`src/rtl/sf_pkg.sv`:
```
package sf_pkg;
  localparam int          TAB_CAP  = 64;
  localparam logic [15:0] CRC_SEED = 16'hB5D2;
  localparam logic [15:0] CRC_POLY = 16'h1021;
  localparam logic [23:0] PREAMBLE = 24'h710F55;

  // default whitening table: 8-bit LFSR walk
  function automatic logic [TAB_CAP*8-1:0] scr_default();
    logic [TAB_CAP*8-1:0] t;
    logic [7:0] s;
    s = 8'hE3;
    for (int i = 0; i < TAB_CAP; i++) begin
      t[i*8 +: 8] = s;
      s = {s[6:0], s[7] ^ s[5] ^ s[4] ^ s[3]};
    end
    return t;
  endfunction

  // default CRC correction table: 16-bit LFSR walk
  function automatic logic [TAB_CAP*16-1:0] xor_default();
    logic [TAB_CAP*16-1:0] t;
    logic [15:0] s;
    s = 16'h9A3C;
    for (int i = 0; i < TAB_CAP; i++) begin
      t[i*16 +: 16] = s;
      s = {s[14:0], s[15] ^ s[13] ^ s[12] ^ s[10]};
    end
    return t;
  endfunction

  function automatic logic [7:0] bit_rev8(input logic [7:0] b);
    logic [7:0] r;
    for (int i = 0; i < 8; i++) r[i] = b[7-i];
    return r;
  endfunction
endpackage

```
`src/rtl/sf_crc16.sv`:
```
module sf_crc16 #(
  parameter logic [15:0] POLY = 16'h1021
) (
  input  logic [15:0] crc_in,
  input  logic [7:0]  data,
  output logic [15:0] crc_out
);
  always_comb begin
    logic [15:0] c;
    c = crc_in;
    for (int b = 7; b >= 0; b--) begin
      if (c[15] ^ data[b]) c = {c[14:0], 1'b0} ^ POLY;
      else                 c = {c[14:0], 1'b0};
    end
    crc_out = c;
  end
endmodule

```
`src/rtl/sf_pld_ram.sv`:
```
module sf_pld_ram #(
  parameter int DW = 8,
  parameter int AW = 5
) (
  input  logic          clk,
  input  logic          we,
  input  logic [AW-1:0] waddr,
  input  logic [DW-1:0] wdata,
  input  logic [AW-1:0] raddr,
  output logic [DW-1:0] rdata
);
  localparam int DEPTH = 1 << AW;
  logic [DW-1:0] mem [DEPTH];

  always_ff @(posedge clk) begin
    if (we) mem[waddr] <= wdata;
    rdata <= mem[raddr];
  end
endmodule

```
`src/rtl/scr_framer.sv`:
```
module scr_framer
  import sf_pkg::*;
#(
  parameter int ADDR_MIN = 3,
  parameter int ADDR_MAX = 5,
  parameter int PLD_MAX  = 25,
  parameter logic [TAB_CAP*8-1:0]  SCR_TAB = scr_default(),
  parameter logic [TAB_CAP*16-1:0] XOR_TAB = xor_default(),
  localparam int AL_W  = $clog2(ADDR_MAX + 1),
  localparam int PL_W  = $clog2(PLD_MAX + 1),
  localparam int IDX_W = $clog2(PLD_MAX)
) (
  input  logic             clk,
  input  logic             rst,
  input  logic             ld_we,
  input  logic             ld_sel,
  input  logic [IDX_W-1:0] ld_idx,
  input  logic [7:0]       ld_data,
  input  logic             start,
  input  logic [AL_W-1:0]  cfg_alen,
  input  logic [PL_W-1:0]  cfg_plen,
  output logic             tx_valid,
  output logic [7:0]       tx_data,
  input  logic             tx_ready,
  output logic             done
);
  localparam int POS_W = $clog2(ADDR_MAX + PLD_MAX + 7);

  logic             busy;
  logic [POS_W-1:0] pos;
  logic [AL_W-1:0]  alen_q, alen_cl;
  logic [PL_W-1:0]  plen_q, plen_cl;
  logic [15:0]      crc_q, crc_nx, crc_fin;
  logic             out_valid, out_last, done_q;
  logic [7:0]       out_data, nb, rd_q;
  logic [7:0]       addr_r [ADDR_MAX];

  // ---------------- load side ----------------
  logic addr_we, pld_we;
  assign addr_we = ld_we && !ld_sel && !busy && (ld_idx < IDX_W'(ADDR_MAX));
  assign pld_we  = ld_we &&  ld_sel && !busy && (ld_idx < IDX_W'(PLD_MAX));

  for (genvar g = 0; g < ADDR_MAX; g++) begin : g_addr
    always_ff @(posedge clk) begin
      if (rst)                                 addr_r[g] <= '0;
      else if (addr_we && ld_idx == IDX_W'(g)) addr_r[g] <= ld_data;
    end
  end

  // ---------------- length clamps ----------------
  always_comb begin
    if (cfg_alen > AL_W'(ADDR_MAX))      alen_cl = AL_W'(ADDR_MAX);
    else if (cfg_alen < AL_W'(ADDR_MIN)) alen_cl = AL_W'(ADDR_MIN);
    else                                 alen_cl = cfg_alen;
    plen_cl = (cfg_plen > PL_W'(PLD_MAX)) ? PL_W'(PLD_MAX) : cfg_plen;
  end

  // ---------------- frame geometry ----------------
  logic [POS_W-1:0] pay_start, crc_pos, last_pos, ai, pnext, xi;
  logic             can_emit, in_addr, in_pld;
  assign pay_start = POS_W'(4) + POS_W'(alen_q);
  assign crc_pos   = pay_start + POS_W'(plen_q);
  assign last_pos  = crc_pos + POS_W'(1);
  assign ai        = pos - POS_W'(4);
  assign in_addr   = (pos >= POS_W'(4)) && (pos < pay_start);
  assign in_pld    = (pos >= pay_start) && (pos < crc_pos);
  assign can_emit  = busy && (pos <= last_pos) && (!out_valid || tx_ready);
  assign pnext     = can_emit ? pos + POS_W'(1) : pos;
  assign xi        = POS_W'(alen_q) + POS_W'(plen_q) - POS_W'(ADDR_MIN);
  assign crc_fin   = crc_q ^ XOR_TAB[{xi, 4'b0000} +: 16];

  // payload store, read one position ahead so data is ready when pos arrives
  logic [IDX_W-1:0] ridx;
  assign ridx = IDX_W'(pnext - pay_start);

  sf_pld_ram #(.DW(8), .AW(IDX_W)) u_ram (
    .clk   (clk),
    .we    (pld_we),
    .waddr (ld_idx),
    .wdata (ld_data),
    .raddr (ridx),
    .rdata (rd_q)
  );

  // ---------------- byte select ----------------
  logic [AL_W-1:0] asel;
  logic [7:0]      scr_b;
  assign asel  = AL_W'(POS_W'(alen_q) - POS_W'(1) - ai);
  assign scr_b = SCR_TAB[{ai, 3'b000} +: 8];

  always_comb begin
    nb = 8'h00;
    if (pos == '0)                nb = 8'(alen_q) + 8'(plen_q) + 8'd5;
    else if (pos == POS_W'(1))    nb = PREAMBLE[23:16];
    else if (pos == POS_W'(2))    nb = PREAMBLE[15:8];
    else if (pos == POS_W'(3))    nb = PREAMBLE[7:0];
    else if (in_addr)             nb = addr_r[asel] ^ scr_b;
    else if (in_pld)              nb = bit_rev8(rd_q) ^ scr_b;
    else if (pos == crc_pos)      nb = crc_fin[15:8];
    else                          nb = crc_fin[7:0];
  end

  sf_crc16 #(.POLY(CRC_POLY)) u_crc (
    .crc_in  (crc_q),
    .data    (nb),
    .crc_out (crc_nx)
  );

  // ---------------- sequencer ----------------
  always_ff @(posedge clk) begin
    if (rst) begin
      busy      <= 1'b0;
      pos       <= '0;
      alen_q    <= AL_W'(ADDR_MIN);
      plen_q    <= '0;
      crc_q     <= CRC_SEED;
      out_valid <= 1'b0;
      out_data  <= '0;
      out_last  <= 1'b0;
      done_q    <= 1'b0;
    end else begin
      done_q <= out_valid && tx_ready && out_last;
      if (!busy) begin
        if (start) begin
          busy   <= 1'b1;
          pos    <= '0;
          alen_q <= alen_cl;
          plen_q <= plen_cl;
          crc_q  <= CRC_SEED;
        end
      end else if (can_emit) begin
        out_valid <= 1'b1;
        out_data  <= nb;
        out_last  <= (pos == last_pos);
        pos       <= pos + POS_W'(1);
        if (in_addr || in_pld) crc_q <= crc_nx;
      end else if (out_valid && tx_ready) begin
        out_valid <= 1'b0;
        if (out_last) busy <= 1'b0;
      end
    end
  end

  assign tx_valid = out_valid;
  assign tx_data  = out_data;
  assign done     = done_q;
endmodule

```
`config.mk`:
```
export PLATFORM = sky130hd
export DESIGN_NAME = scr_framer
export DESIGN_NICKNAME = d
export VERILOG_FILES = /design/src/rtl/sf_pkg.sv /design/src/rtl/sf_crc16.sv /design/src/rtl/sf_pld_ram.sv /design/src/rtl/scr_framer.sv
export SDC_FILE = /design/constraint.sdc
export NUM_CORES = 1
export LEC_CHECK = 0
export BUFFER_PORTS_ARGS = -buffer_cell sky130_fd_sc_hd__buf_4
export CAP_MARGIN = 20
export CORE_UTILIZATION = 50
export CTS_CLUSTER_SIZE = 16
export DETAILED_ROUTE_END_ITERATION = 16
export PLACE_DENSITY = 0.68
export SLEW_MARGIN = 20
export SYNTH_ARGS = -nofsm -noshare
export SYNTH_HDL_FRONTEND = slang
export SYNTH_SLANG_ARGS = --single-unit
```
`constraint.sdc`:
```
create_clock -name clk -period 5.8 [get_ports clk]
set_input_delay 0.87 -clock clk [delete_from_list [all_inputs] [get_ports clk]]
set_output_delay 0.87 -clock clk [all_outputs]
set_load 0.05 [all_outputs]
```
==> results.json, run 1 <==
{
  "status": "complete, no violations",
  "ir_drop_v": 0.000407,
  "syn2layout_area_growth_pct": 12.6,
  "viasPerCell": 6.17,
  "antenna_found_initial": 0,
  "setup_viol": 0,
  "hold_depth": 2,
  "synthArstFlopShare_pct": 0,
  "gp_congestion": 1.01,
  "cts_tree": "done",
  "clkLatencyLatePin_ns": 0.55,
  "drc": 0,
  "layout.nets": 1770,
  "synthDistinctLibCells": 88,
  "grt_usage_pct": 26.9,
  "critPathMaxStageDelay_ns": 0.87,
  "crit_family": "adder cells",
  "reg2regPathDepth": 22,
  "fin_util_pct": 57.3,
  "min_to": "out_last$_SDFFE_PP0P_",
  "cts_made_buffers": 37,
  "grt_busiest_layer": "met2",
  "die_w_um": 198,
  "io_buffer_count": 36,
  "root_buffer": "clkbuf_16",
  "clkSinkCount": 346,
  "leakage_nw": 7.46,
  "reg2reg_slack_ns": 0.26,
  "finalCriticalPeriod_ns": 5.54,
  "drive_above_1_share_pct": 15.2,
  "antenna_cells": 0,
  "maxCapViolations": 0,
  "wl_per_cell_um": 23.2,
  "syn_inst": 1613,
  "synth_top_area_share_pct": 46.4,
  "cts_buffer_depth": 3,
  "dr.pass1.iters": 5,
  "dieArea_um2": 39100,
  "first_iter_violations": 1234,
  "syn_area_um2": 19200,
  "die_h_um": 198,
  "nFillCells": 3138,
  "dp_hpwl_um": 35500,
  "grt_util_met3_pct": 4.48,
  "timing.rr.end": "u_ram.rdata[1]$_DFF_P_",
  "cp_cell_sequence": "ha_1, fa_1, a31oi_2, xnor2_1, nand3_1, xnor2_1, ha_1, nand4_1, nor3b_2, a21oi_1, nand2b_1, a21oi_4, xnor2_1, ha_4, inv_1, fa_4, buf_12, mux4_2, nor2b_1, a211oi_1, a211oi_1, a21o_1",
  "fin_skew_ns": 0.0408,
  "ys_top_cells_by_area": "edfxtp_1, mux4_2, dfxtp_1, ha_1, a21oi_1",
  "grtUsageMet2_pct": 44.7,
  "start_kind": "flip-flop",
  "core_um2": 37700,
  "period_share_pct": 95.5,
  "hold_path_class": "flip-flop to flip-flop",
  "gr-total-overflow": 0,
  "ys_seq_area_share_pct": 51.6,
  "grt_pass1_vias": 13437,
  "hold_viol": 0,
  "dp_slack_ns": 0.211,
  "clk_pin_slew_worst_paths_ns": 0.06,
  "slowest_stage": "fa_4",
  "grt_pass1_wl_um": 79600,
  "synth.largest_area_cell": "edfxtp_1",
  "initial_utilization_pct": 50.9,
  "crit_top_cell": "xnor2_1",
  "reg2reg_from": "alen_q[1]$_SDFFE_PP1P_",
  "cts_hold_buffers": 0,
  "timing.final.ws_setup_ns": 0.262,
  "setup.worst_path.class": "flip-flop to flip-flop",
  "row_count": 71,
  "slew_headroom_pct": 35.1,
  "powerDensity_nw_per_um2": 358,
  "crit_path_end_kind": "flip-flop",
  "critPathBufInv": 2,
  "yosys_warnings": 0,
  "htree_num_levels": 2,
  "holdWs_ns": 0.457,
  "io_pins": 37,
  "cp.arrival_ns": 5.98,
  "avgSynthCellArea_um2": 11.9,
  "grtUsageMet1_pct": 35.3,
  "vias": 13751,
  "dominantRegCellSynth": "edfxtp_1",
  "cp_max_fo": 13,
  "fmax_mhz": 181,
  "synth_seq_cells": 346,
  "ant_nets": 0,
  "holdCritStartpoint": "out_last$_SDFFE_PP0P_",
  "grt_max_degree": 52,
  "slew_viol_final": 0,
  "worst_slew_pin_slew_ns": 0.969,
  "synth_edf_count": 296,
  "cp_data_required_time_ns": 6.24,
  "drt-total-wl_um": 51700
}
-- cells in the mapped netlist, types with 10 or more instances --
library cell	count
a2111oi_0	12
buf_1	18
a311oi_1	10
xor2_1	26
nand2b_1	18
o21ai_0	63
nand2_1	97
buf_2	25
a31oi_1	28
ha_1	51
inv_1	38
mux2i_1	45
xnor2_1	42
mux4_2	78
a211oi_1	47
edfxtp_1	296
nor3_1	32
o211ai_1	19
clkbuf_1	68
a21oi_1	104
and3_1	12
a21o_1	18
nor2b_1	31
or3_1	14
nor2_1	108
dfxtp_1	50
nand3_1	43
and2_1	49
-- sequential cells by signal, indices dropped and copies added, names as in the netlist --
name         flops
addr_r          40
alen_q           3
busy             1
crc_q           16
done             1
out_last         1
plen_q           5
pos              6
tx_data          8
tx_valid         1
u_ram.mem      256
u_ram.rdata      8
-- stage by stage --
stage / cells / power, mW / instance area, µm² / TNS, ns
2_1_floorplan: 1668 / 4.66 / 19400 / 0
3_3_place_gp: 2160 / 5.46 / 20400 / 0
3_5_place_dp: 2160 / 5.47 / 20400 / 0
4_1_cts: 2228 / 7.74 / 21600 / 0
5_1_grt: 2228 / 8.06 / 21600 / -0.0117
6_report: 2228 / 7.74 / 21600 / 0
-- worst register-to-register path: stages, from the launching register on --
cell and delay, ns:
dfxtp_1 0.32, ha_1 0.26, fa_1 0.39, a31oi_2 0.20, xnor2_1 0.23, nand3_1 0.16, xnor2_1 0.16, ha_1 0.29
nand4_1 0.14, nor3b_2 0.22, a21oi_1 0.08, nand2b_1 0.22, a21oi_4 0.21, xnor2_1 0.20, ha_4 0.17, inv_1 0.05
fa_4 0.87, buf_12 0.18, mux4_2 0.30, nor2b_1 0.15, a211oi_1 0.33, a211oi_1 0.16, a21o_1 0.18
-- cell type report --
type / instances / area [µm²] / share of cell area (%)
Clock inverter: 16 / 169 / 0.783
Inverter: 41 / 154 / 0.713
Sequential cell: 346 / 9890 / 45.8
Timing Repair Buffer: 97 / 816 / 3.78
Multi-Input combinational cell: 1165 / 8910 / 41.3
Clock buffer: 52 / 1000 / 4.65
Tap cell: 511 / 639 / 2.96
-- metal layers --
metal	share of wire [%]	vias up
met5	0	-
met4	3.9	0
met3	8.6	127
met2	48	665
met1	40	6657
li1	-	6302
-- what timing repair did --
action	in CTS	in global routing
buffers inserted	0	0
endpoints found under the setup margin	0	8
gates resized for setup	0	4
hold endpoints to repair	0	0
-- how the worst max path moves through the flow --
stage / from / endpoint / slack [ns] / cells past startpoint
final: alen_q[1]$_SDFFE_PP1P_ / u_ram.rdata[1]$_DFF_P_ / 0.26 / 22
after global routing: alen_q[2]$_SDFFE_PP0P_ / u_ram.rdata[7]$_DFF_P_ / -0.01 / 24
after CTS: alen_q[1]$_SDFFE_PP1P_ / u_ram.rdata[1]$_DFF_P_ / 0.13 / 22
after detailed placement: alen_q[0]$_SDFFE_PP1P_ / u_ram.rdata[5]$_DFF_P_ / 0.21 / 24
after global placement: alen_q[0]$_SDFFE_PP1P_ / u_ram.rdata[5]$_DFF_P_ / 0.31 / 24
after floorplan: alen_q[0]$_SDFFE_PP1P_ / u_ram.rdata[0]$_DFF_P_ / 0.09 / 26
-- kinds of logic (layout without fill, tap and decap cells) --
family / Yosys count / after routing / share of synthesized area [%]
and+or+nand+nor: 447 / 447 / 11.6
xor gates and xnor gates: 71 / 71 / 3.36
DFF: 346 / 346 / 51.6
other: 1 / 56 / 0.0196
muxes: 126 / 126 / 11.7
adders and majority gates: 55 / 55 / 3.75
AOI/OAI and AO/OA: 410 / 410 / 14.6
buffers and inverters: 157 / 206 / 3.39
-- placed cells by master (no fill, tap or decap), types with 31 or more instances in the layout --
master / n
nand3_1: 43
mux2i_1: 45
xnor2_1: 41
ha_1: 49
a21oi_1: 103
nand2_1: 97
dfxtp_1: 50
nor2_1: 108
inv_1: 38
o21ai_0: 63
mux4_2: 78
nor2b_1: 31
and2_1: 49
a211oi_1: 47
edfxtp_1: 296
nor3_1: 31
conb_1: 56
buf_4: 90
clkbuf_16: 38
-- where the power goes --
part / leakage [nW] / internal [mW] / switching, mW / total (mW)
registers: 3.16 / 2.79 / 0.0685 / 2.86
clock network: 0.562 / 1.31 / 0.956 / 2.27
logic: 3.73 / 1.09 / 1.52 / 2.61
total: 7.46 / 5.20 / 2.54 / 7.74
No activity file was read; power rests on OpenSTA's default activity.
==> run 2: changes to the inputs <==
--- a/config.mk
+++ b/config.mk
@@ -5,6 +5,7 @@
 export SDC_FILE = /design/constraint.sdc
 export NUM_CORES = 1
 export LEC_CHECK = 0
+export ABC_AREA = 1
 export BUFFER_PORTS_ARGS = -buffer_cell sky130_fd_sc_hd__buf_4
 export CAP_MARGIN = 20
 export CORE_UTILIZATION = 50
==> run 2 against run 1 <==
Count of clock-buffer cells in the layout is 5 lower. Critical path type unchanged. Largest power group unchanged. Total power is 1.2% higher. Flip-flop and latch count is the same. Sequential share of layout area increased by 0.65 points. Synthesized cell count increased by 32%. Design area decreased by 1.4%. First-iteration DRC count grew 5.4%.
==> results.json, run 2 <==
{
  "status": "complete, no violations",
  "syn2layout_area_growth_pct": 12.9,
  "dp_slack_ns": 0.102,
  "root_buffer": "clkbuf_16",
  "grt_pass1_vias": 14589,
  "fin_util_pct": 57.7,
  "timing.final.ws_setup_ns": 0.297,
  "synth_seq_cells": 346,
  "multi_input_area_um2": 8370,
  "synthDistinctLibCells": 60,
  "core_um2": 36900,
  "p_switching_mw": 2.82,
  "clkLatencyLatePin_ns": 0.54,
  "cts_hold_buffers": 0,
  "layout_common_cells": "nand2_1, nor2_1, edfxtp_1",
  "wl_per_cell_um": 18.6,
  "crit_path_end_kind": "flip-flop",
  "hold_path_class": "flip-flop to flip-flop",
  "clkSinkCount": 346,
  "antenna_cells": 0,
  "cts_made_buffers": 37,
  "synthArstFlopShare_pct": 0,
  "p_total_mw": 7.83,
  "powerDensity_nw_per_um2": 368,
  "ir_drop_v": 0.000289,
  "dp_hpwl_um": 34100,
  "row_count": 70,
  "route.met2.wl_um": 24600,
  "vias": 15581,
  "fin_skew_ns": 0.0149,
  "grt_max_degree": 79,
  "nFillCells": 3275,
  "antenna_found_initial": 0,
  "syn_area_um2": 18900,
  "switching_share_pct": 36.0,
  "yosysMostFrequentCell": "nand2_1",
  "finalInstanceArea_um2": 21300,
  "gr-total-overflow": 0,
  "holdWs_ns": 0.492,
  "drt-total-wl_um": 51100,
  "largest_register": "u_ram.mem",
  "avgSynthCellArea_um2": 8.84,
  "route.met3.wl_um": 3510,
  "dr.pass1.iters": 5,
  "hold_depth": 2,
  "grt_pass1_wl_um": 79200,
  "final_cells": 2740,
  "synth_edf_count": 296,
  "first_iter_violations": 1301,
  "gp_congestion": 0.930,
  "finalCriticalPeriod_ns": 5.50,
  "slew_headroom_pct": 30.0,
  "seq_area_um2": 9890,
  "cp_max_fo": 27,
  "leakage_nw": 8.63,
  "reg2regPathDepth": 28,
  "dieArea_um2": 38500,
  "maxCapViolations": 0,
  "die_h_um": 196,
  "setup_viol": 0,
  "worst_slew_pin_slew_ns": 1.05,
  "clk_pin_slew_worst_paths_ns": 0.06,
  "dominantRegCellSynth": "edfxtp_1",
  "grt_usage_pct": 26.3,
  "p_seq_share_pct": 36.7,
  "internal_power_mw": 5.02,
  "synth.largest_area_cell": "edfxtp_1",
  "period_share_pct": 94.9,
  "slew_viol_final": 0,
  "reg_top3": "u_ram.mem (256), addr_r (40), crc_q (16)",
  "syn_inst": 2133,
  "start_kind": "flip-flop",
  "layout_commonest_cell": "nand2_1",
  "placed_cells": 2665,
  "critPathLaunch": "alen_q[1]$_SDFFE_PP1P_",
  "initial_utilization_pct": 51.1,
  "ys_top_cells_by_area": "edfxtp_1, nand2_1, nor2_1, dfxtp_1, o21ai_0",
  "htree_num_levels": 2,
  "holdCritStartpoint": "out_last$_SDFFE_PP0P_",
  "critPathMaxStageDelay_ns": 0.65,
  "io_buffer_count": 36,
  "yosys_warnings": 0,
  "largest_reg_flops": 256,
  "finalSetupTns_ns": 0,
  "fmax_mhz": 182,
  "highest_layer": "met4",
  "netlist_top_cells_count": "nand2_1, nor2_1, edfxtp_1, o21ai_0, nand3_1",
  "viasPerCell": 5.69,
  "cp.arrival_ns": 5.97,
  "clkPwrFrac_pct": 29.5,
  "ant_nets": 0,
  "setup.worst_path.class": "flip-flop to flip-flop",
  "reg2reg_from": "alen_q[1]$_SDFFE_PP1P_",
  "cp_data_required_time_ns": 6.26,
  "hold_viol": 0,
  "place_area_um2": 19900,
  "synth_top_area_share_pct": 47.1,
  "drive_above_1_share_pct": 11.4,
  "wl_met1_um": 21300,
  "drc": 0,
  "cts_tree": "done",
  "combPwrFrac_pct": 33.9,
  "layout.nets": 2289,
  "io_pins": 37,
  "ys_seq_area_share_pct": 52.5,
  "cts_buffer_depth": 3,
  "crit_top_cell": "nand2_1",
  "die_w_um": 196,
  "slowest_stage": "fa_4"
}
==> run 2: changes by cell type after synthesis, sizes merged, moves of 41 or more <==
| cell | before | now |
|---|---|---|
| a211oi | 48 | 2 |
| a21oi | 105 | 64 |
| and2 | 49 | 0 |
| inv | 39 | 138 |
| mux2i | 45 | 0 |
| mux4 | 78 | 0 |
| nand2 | 99 | 528 |
| nand3 | 43 | 153 |
| nor2 | 110 | 352 |
| o21ai | 65 | 185 |
| o32ai | 3 | 64 |
==> run 2: cells by family (layout without fill, tap and decap cells) <==
| logic type | after synthesis | after routing | share of synthesized area, % |
|---|---|---|---|
| flops | 346 | 346 | 52.5 |
| mux | 16 | 16 | 0.956 |
| simple gates | 1076 | 1076 | 23.7 |
| buf+inv | 238 | 286 | 5.28 |
| other cells | 1 | 56 | 0.0199 |
| fa+ha+maj | 55 | 55 | 3.81 |
| compound gates | 374 | 374 | 12.2 |
| xor+xnor | 27 | 27 | 1.55 |
==> run 2: area by class of cell <==
cell class / instances / share of cell area (%)
tap: 504 / 2.96
clock inverter: 21 / 0.882
inverter: 139 / 2.47
clock buffer: 47 / 4.67
sequential: 346 / 46.5
timing repair buffer: 79 / 3.20
multi-input combinational: 1604 / 39.3
==> run 2: layer usage <==
| metal | vias up | track usage, % |
|---|---|---|
| met4 | 0 | 9.06 |
| li1 | 7434 | - |
| met1 | 7447 | 34.7 |
| met2 | 586 | 44.3 |
| met3 | 114 | 4.13 |
| met5 | - | 0 |
==> run 2: timing repair <==
item / 4_1_cts / 5_1_grt
endpoints found under the setup margin: 0 / 8
resized for setup: 0 / 34
setup buffers: 0 / 6
==> run 2: path summary, 6_finish.rpt <==
| check | to | slack (ns) |
|---|---|---|
| worst max-delay path | u_ram.rdata[4]$_DFF_P_ | 0.30 |
| worst min-delay path | done$_SDFF_PP0_ | 0.49 |
| worst min register to register | done$_SDFF_PP0_ | 0.49 |
| worst max register to register | u_ram.rdata[4]$_DFF_P_ | 0.30 |
==> run 2: power groups by stage <==
stage	sequential [mW]	clock [mW]	combinational, mW
floorplan	2.91	0	1.86
global placement	2.92	0	2.48
detailed placement	2.92	0	2.51
CTS	2.87	2.34	2.53
global route	2.88	2.44	2.96
finish	2.87	2.31	2.65
==> run 2: worst max-delay path, delay by kind of cell (launching register included) <==
kind	cells	cell delay [ns]
simple gates	9	1.02
compound gates	6	1.11
mux	1	0.20
flops	1	0.32
fa+ha+maj	5	1.69
xor+xnor	2	0.30
buf+inv	5	0.76
